<file path="src/rtl/uhs_pkg.sv">
package uhs_pkg;
  localparam int BEAT_W    = 3;
  localparam int BURST_LEN = 1 << BEAT_W;

  typedef enum logic [2:0] {
    ST_IDLE,
    ST_RDY,
    ST_GAP,
    ST_CAP,
    ST_RD
  } hsState_t;

  typedef struct packed {
    logic              latchCmd;
    logic              capEn;
    logic              rdEn;
    logic [BEAT_W-1:0] beat;
  } hsStrobe_t;
endpackage

</file>
<file path="src/rtl/uhs_ctrl.sv">
module uhs_ctrl
  import uhs_pkg::*;
(
  input  logic      clk,
  input  logic      rst_n,
  input  logic      cmdValid,
  input  logic      cmdWrite,
  input  logic      wrDelaySel,
  output logic      ready,
  output logic      dinRdy,
  output logic      rdValid,
  output hsStrobe_t strobe
);
  localparam logic [BEAT_W-1:0] LAST_BEAT = BEAT_W'(BURST_LEN - 1);

  hsState_t          stateQ;
  hsState_t          stateD;
  logic [BEAT_W-1:0] beatQ;
  logic              delayQ;
  logic              accept;

  assign accept = cmdValid && (stateQ == ST_IDLE);

  always_comb begin
    stateD = stateQ;
    case (stateQ)
      ST_IDLE: if (accept) stateD = cmdWrite ? ST_RDY : ST_RD;
      ST_RDY:  stateD = delayQ ? ST_GAP : ST_CAP;
      ST_GAP:  stateD = ST_CAP;
      ST_CAP:  if (beatQ == LAST_BEAT) stateD = ST_IDLE;
      ST_RD:   if (beatQ == LAST_BEAT) stateD = ST_IDLE;
      default: stateD = ST_IDLE;
    endcase
  end

  always_ff @(posedge clk or negedge rst_n) begin
    if (!rst_n) begin
      stateQ <= ST_IDLE;
      beatQ  <= '0;
      delayQ <= 1'b0;
    end else begin
      stateQ <= stateD;
      if (accept) begin
        beatQ  <= '0;
        delayQ <= wrDelaySel;
      end else if (stateQ == ST_CAP || stateQ == ST_RD) begin
        beatQ <= beatQ + 1'b1;
      end
    end
  end

  assign ready          = (stateQ == ST_IDLE);
  assign dinRdy         = (stateQ == ST_RDY);
  assign rdValid        = (stateQ == ST_RD);
  assign strobe.latchCmd = accept;
  assign strobe.capEn    = (stateQ == ST_CAP);
  assign strobe.rdEn     = (stateQ == ST_RD);
  assign strobe.beat     = beatQ;

  AST_DINRDY_PULSE: assert property (@(posedge clk) disable iff (!rst_n)
    dinRdy |=> !dinRdy);
  AST_DINRDY_CAUSE: assert property (@(posedge clk) disable iff (!rst_n)
    $rose(dinRdy) |-> $past(cmdValid && cmdWrite && ready));
  AST_RDVALID_CAUSE: assert property (@(posedge clk) disable iff (!rst_n)
    $rose(rdValid) |-> $past(cmdValid && !cmdWrite && ready));
  AST_READY_RETURN: assert property (@(posedge clk) disable iff (!rst_n)
    (rdValid && beatQ == LAST_BEAT) |=> ready);
endmodule

</file>
<file path="src/rtl/uhs_dpath.sv">
module uhs_dpath
  import uhs_pkg::*;
#(
  parameter int DATA_W = 16,
  parameter int ADDR_W = 3
) (
  input  logic              clk,
  input  logic              rst_n,
  input  hsStrobe_t         strobe,
  input  logic [ADDR_W-1:0] cmdAddr,
  input  logic [DATA_W-1:0] wrData,
  output logic [DATA_W-1:0] rdData
);
  localparam int DEPTH = (1 << ADDR_W) * BURST_LEN;
  localparam int IDX_W = ADDR_W + BEAT_W;

  logic [DATA_W-1:0] mem [DEPTH];
  logic [ADDR_W-1:0] addrQ;
  logic [IDX_W-1:0]  idx;

  assign idx = {addrQ, strobe.beat};

  always_ff @(posedge clk or negedge rst_n) begin
    if (!rst_n) begin
      addrQ <= '0;
      for (int i = 0; i < DEPTH; i++) mem[i] <= '0;
    end else begin
      if (strobe.latchCmd) addrQ <= cmdAddr;
      if (strobe.capEn) mem[idx] <= wrData;
    end
  end

  assign rdData = strobe.rdEn ? mem[idx] : '0;

  AST_CAP_RD_EXCL: assert property (@(posedge clk) disable iff (!rst_n)
    strobe.capEn |-> !strobe.rdEn);
  AST_LATCH_IDLE_ONLY: assert property (@(posedge clk) disable iff (!rst_n)
    strobe.latchCmd |-> !(strobe.capEn || strobe.rdEn));
endmodule

</file>
<file path="src/rtl/user_data_handshake.sv">
module user_data_handshake
  import uhs_pkg::*;
#(
  parameter int DATA_W = 16,
  parameter int ADDR_W = 3
) (
  input  logic              clk,
  input  logic              rst_n,
  input  logic              cmdValid,
  input  logic              cmdWrite,
  input  logic [ADDR_W-1:0] cmdAddr,
  input  logic              wrDelaySel,
  input  logic [DATA_W-1:0] wrData,
  output logic              ready,
  output logic              dinRdy,
  output logic [DATA_W-1:0] rdData,
  output logic              rdValid
);
  hsStrobe_t strobe;

  uhs_ctrl u_ctrl (
    .clk        (clk),
    .rst_n      (rst_n),
    .cmdValid   (cmdValid),
    .cmdWrite   (cmdWrite),
    .wrDelaySel (wrDelaySel),
    .ready      (ready),
    .dinRdy     (dinRdy),
    .rdValid    (rdValid),
    .strobe     (strobe)
  );

  uhs_dpath #(.DATA_W(DATA_W), .ADDR_W(ADDR_W)) u_dpath (
    .clk     (clk),
    .rst_n   (rst_n),
    .strobe  (strobe),
    .cmdAddr (cmdAddr),
    .wrData  (wrData),
    .rdData  (rdData)
  );
endmodule

</file>
<file path="config.mk">
export PLATFORM = sky130hd
export DESIGN_NAME = user_data_handshake
export DESIGN_NICKNAME = d
export VERILOG_FILES = /design/src/rtl/uhs_pkg.sv /design/src/rtl/uhs_ctrl.sv /design/src/rtl/uhs_dpath.sv /design/src/rtl/user_data_handshake.sv
export SDC_FILE = /design/constraint.sdc
export NUM_CORES = 2
export LEC_CHECK = 0
export ABC_AREA = 0
export BUFFER_PORTS_ARGS = -buffer_cell sky130_fd_sc_hd__clkbuf_2
export CAP_MARGIN = 20
export CORE_AREA = 2 2 327 329
export CTS_CLUSTER_SIZE = 24
export DETAILED_ROUTE_END_ITERATION = 16
export DIE_AREA = 0 0 329 331
export HOLD_SLACK_MARGIN = 0.02
export SLEW_MARGIN = 20
export SYNTH_ARGS = -nofsm -noshare
export SYNTH_HDL_FRONTEND = slang
export SYNTH_SLANG_ARGS = --single-unit
</file>
<file path="constraint.sdc">
create_clock -name clk -period 2.47 [get_ports clk]
set_input_delay 0.6175 -clock clk [delete_from_list [all_inputs] [get_ports clk]]
set_output_delay 0.6175 -clock clk [all_outputs]
set_load 0.05 [all_outputs]
</file>
**Yosys cells after proc, flatten, opt, wreduce, memory -nomap -nowiden**

Index checks and enable logic that the tools add are counted.

- Multiplexer cells: 14
- Bitwise operators: 1
- $add $sub $neg: 1
- Reduce and logical (&&, ||, !) cells: 7
- Equal/unequal tests: 7
- $lt $le $gt $ge: 2

Operator list:

| kind | count |
|---|---|
| $bwmux W1024 | 1 |
| $bmux W16 S6 | 1 |
| $demux W16 S6 | 1 |
| $mux W16 | 4 |
| $mux W3 | 5 |
| $pmux W3 S4 | 1 |
| $ge A7 B7 Y1 const B | 1 |
| $lt A7 B1 Y1 const B | 1 |
| $not A6 Y7 | 1 |
| $eq A3 B2 Y1 const B | 2 |
| $eq A3 B3 Y1 const B | 2 |
| $ne A2 B1 Y1 const B | 2 |
| $add A3 B1 Y3 const B | 1 |
| $eq A3 B1 Y1 const B | 1 |
| $logic_not A3 Y1 | 1 |
| $logic_and A1 B1 Y1 | 2 |
| $reduce_and A2 Y1 | 1 |
| $reduce_bool A2 Y1 | 1 |
| $reduce_or A2 Y1 | 1 |
| $logic_or A1 B1 Y1 | 1 |
| $mux W1 | 1 |

- Logic and storage cells: 100
- Input bits: 24
- Output and inout port bits: 19
- Register bits after elaboration: 1,034

**Depth between registers and ports, before layout**

- Depth after elaboration: 6
- Gate-level depth with buffers: 10
- Depth with buffers taken out: 6

**By module**

Synthesis repeated with hierarchy kept, for this count alone.

- Cell total of the unflattened synthesis: 3,460
- Area total of the unflattened synthesis: 46,807.4 um2

By module, submodules not included:

| module | seq. area each (um2) | times used | area an instance (um2) | cells an instance |
|---|---|---|---|---|
| uhs_dpath | 25,699.6 | 1 | 46,363.2 | 3,417 |
| uhs_ctrl | 175.2 | 1 | 444.2 | 43 |

**Worst setup path before layout**

Ideal clock, no wire load.

- Path type: register to output
- Start: reg u_ctrl.beatQ[0]
- End: out rdData[10]
- Data arrival time: 2,598 ps
- Setup slack: -746 ps
- Data required time: 1,852 ps
- Buffers on the path: 3
- Cell stages (with the launch flop): 9
- Path through: dfrtp_1 -> buf_4 -> nor2_1 -> buf_2 -> buf_1 -> a22oi_1 -> o22ai_1 -> o21ai_0 -> a31oi_1

- Cells in the longest elaborated chain, start to end: 5

Ends and longest elaborated chain:

| what | line | source |
|---|---|---|
| from (decl) | uhs_ctrl.sv:18 | `logic [BEAT_W-1:0] beatQ;` |
| from (signal assigned) | uhs_ctrl.sv:47 | `beatQ <= beatQ + 1'b1;` |
| $not A6 Y7 (implied by the code) | uhs_dpath.sv:33 | `assign rdData = strobe.rdEn ? mem[idx] : '0;` |
| $bmux W16 S6 | uhs_dpath.sv:33 |  |
| $mux W16 (implied by the code) (2 in a row) | uhs_dpath.sv:33 |  |
| $mux W16 | uhs_dpath.sv:33 |  |
| to (decl) | user_data_handshake.sv:16 | `output logic [DATA_W-1:0] rdData,` |

No other way between the ends. The select of a mux whose other input is x is not followed.

**Worst setup path in the final report**

- Start: reg u_ctrl.beatQ[1]
- End: out rdData[1]

The elaborated chain is that of the path after synthesis.

==> impl_metrics.toml <==
[critical_path]
required_ps = 1850
slowest_delay_ps = 560
cp.arrival_ps = 3340
crit_family = "buffers and inverters"
criticalPathCategory = "reg -> out"
end_kind = "output port"
cp-start-kind = "register"
cp.buffers_inverters = 5
critical-path-slowest-cell = "dfrtp_4"
crit_top_cell = "buf_8"
crit_path_max_fanout = 6
cp_cell_sequence = "buf_8 -> buf_12 -> buf_6 -> mux4_2 -> mux2i_1 -> buf_4 -> o22ai_4 -> nor4b_4 -> a31oi_4 -> buf_8"

[clock_tree]
cts_tree = "done"
clock_latency_ps = 700
path_clk_slew_ps = 60
cts.sinks = 1034
h-tree-depth = 3
clockRootBuffer = "clkbuf_16"
clockBufferDepth = 3
numCtsBuffers = 110

[power]
power.density_nw_per_um2 = 1240
leakagePower_nw = 25.9
vdd_drop_max_mv = 0.731

[global_route]
antenna_found_initial = 2
grt_pass1_vias = 34600
grt_max_degree = 95
grtUsageTotal = 0.283
gr-total-overflow = 0
grt_pass1_wl_mm = 229

[routing]
drc = 0
drtIter0Drc = 2846
wirelength_met1_mm = 66.4
vias_per_cell = 6.20
routed.top_layer = "met4"
met2_wirelength_mm = 71.9
drt_pass1_iterations = 6
vias = 32500
finalWirelength_mm = 155
wl_met3_mm = 11.1
post_drt_wl_per_cell_um = 29.5
final_antenna_net_count = 0

[synth]
synth_top_area_cell = "dfrtp_1"
synth_cells = 3411
yosys-top-cells-count = "mux2_2, dfrtp_1, clkbuf_1, a221oi_1, a22oi_1"
ys_seq_elements = 1034
synth_edf_count = 0
ys_seq_area_frac = 0.549
yosysWarningCount = 0
synth_area_um2 = 47100
async_flop_share = 1.00
synth_ff_type = "dfrtp_1"
yosys-top-cells-area = "dfrtp_1, mux2_2, a221oi_1"
ys_types = 59
syn_nets = 3437
syn_avg_cell_area_um2 = 13.8
post-synth-top-count-cell = "mux2_2"
netlist.area_leader.share = 0.549

[run_status]
status = "finished, violations left"
violations = "negative setup slack"

[timing]
final_min_period_over_clock_period = 1.60
slew-limit-headroom = 0.357
finalHoldViolCount = 0
report.final.slew_viol_count = 0
finalSetupViolCount = 741
setup_slack_ps = -1480
hold_ws_ps = 160
fin_crit_ps = 3950
worst_pin_slew_ps = 964
max_freq_mhz = 253
finClkSkew_ps = 33.2
rsz0062_at_grt = "true"

[final_layout]
final_layout_size_suffix_gt1_frac = 0.567
fin_nets = 3782
final_cell_area_um2 = 59600
synthToLayoutAreaGrowth_pct = 26.6

[die]
coreArea_um2 = 105000
die_y_um = 331
rows = 119
die_area_um2 = 109000
ios = 43
die_width_um = 329
start_util = 0.449

[place]
dpl_cell_area_um2 = 53300
port_buffers = 42
dpl.hpwl_mm = 101
routabilityCongestion = 0.894

[min_path]
hold_path_class = "in -> reg"

[flow_run]
max_cap_violations = 0
==> cell type report <==
| cell class | instances | area, um^2 |
|---|---|---|
| inverter | 5 | 26.3 |
| timing repair buffer | 571 | 6640 |
| sequential | 1034 | 25900 |
| tap | 1391 | 1740 |
| clock inverter | 34 | 383 |
| multi-input combinational | 2034 | 21700 |
| antenna | 2 | 5.00 |
| clock buffer | 166 | 3270 |
| fill | 8314 | 45300 |
==> worst paths after layout <==
kind	depth (start not counted)	startpoint	slack [ps]	endpoint
worst max register to register	12	u_ctrl.beatQ[1]$_DFFE_PN0P_	-170	u_dpath.mem[724]$_DFFE_PN0P_
worst max-delay path	10	u_ctrl.beatQ[1]$_DFFE_PN0P_	-1480	rdData[1]
worst min-delay path	2	wrDelaySel	160	u_ctrl.delayQ$_DFFE_PN0P_
worst min register to register	1	u_dpath.mem[976]$_DFFE_PN0P_	490	u_dpath.mem[976]$_DFFE_PN0P_
min in group asynchronous	2	rst_n	470	u_dpath.mem[531]$_DFFE_PN0P_
max in group asynchronous	4	rst_n	1050	u_dpath.mem[827]$_DFFE_PN0P_
==> stage by stage <==
step | setup WS (ps) | TNS (ps) | std cells | utilization | power, mW
final | -1480 | -56390 | 5237 | 0.568 | 73.8
after global routing | -1560 | -96320 | 5236 | 0.568 | 76.6
after CTS | -1510 | -118500 | 5221 | 0.559 | 71.8
after detailed placement | -1320 | -141380 | 4981 | 0.508 | 51.9
after global placement | -1320 | -114860 | 4981 | 0.508 | 50.9
after floorplan | -149 | -2090 | 3411 | - | 40.0
==> routing by layer <==
metal / global-route usage / up-vias
li1: - / 13500
met2: 0.441 / 1205
met1: 0.388 / 17500
met5: 0 / -
met3: 0.0592 / 255
met4: 0.110 / 0
==> layout by cell type, fill, tap and decap left out, drive strengths merged, types with 24 or more instances in the layout <==
master and instances:
o21ai 39, a22oi 156, nand2 112, mux2 1064
clkbuf 195, a221oi 166, nor2 84, mux2i 72
mux4 53, dfrtp 1034, buf 538, o22ai 116
nor3 24, a21oi 28
==> state kept, by name, indices dropped and copies added (netlist names) <==
name,count
u_ctrl.stateQ,3
u_ctrl.delayQ,1
u_ctrl.beatQ,3
u_dpath.addrQ,3
u_dpath.mem,1024
==> kinds of logic (layout without fill, tap and decap cells) <==
family / Yosys count / in the layout / synth area share
AO/OA/AOI/OAI: 570 / 570 / 0.0887
AND/OR/NAND/NOR: 273 / 273 / 0.0333
other: 0 / 2 / 0
multiplexers: 1189 / 1189 / 0.295
flip-flops: 1034 / 1034 / 0.549
buffers and inverters: 343 / 776 / 0.0335
adder cells (fa/ha/maj): 2 / 2 / 0.000531
==> where the power goes <==
| group | switching (mW) | internal [mW] |
|---|---|---|
| Clock | 6.92 | 9.82 |
| Combinational | 16.3 | 15.7 |
| Sequential | 3.10 | 21.9 |
| Total | 26.4 | 47.4 |
==> what timing repair did <==
item,CTS,global route
setup endpoints to repair,1043,1029
cloned,5,6
gates resized for setup,241,154
hold buffers,1,0
hold endpoints to repair,24,0
pin swaps,63,72
buffers inserted,41,13
No activity file was read; power rests on OpenSTA's default activity.
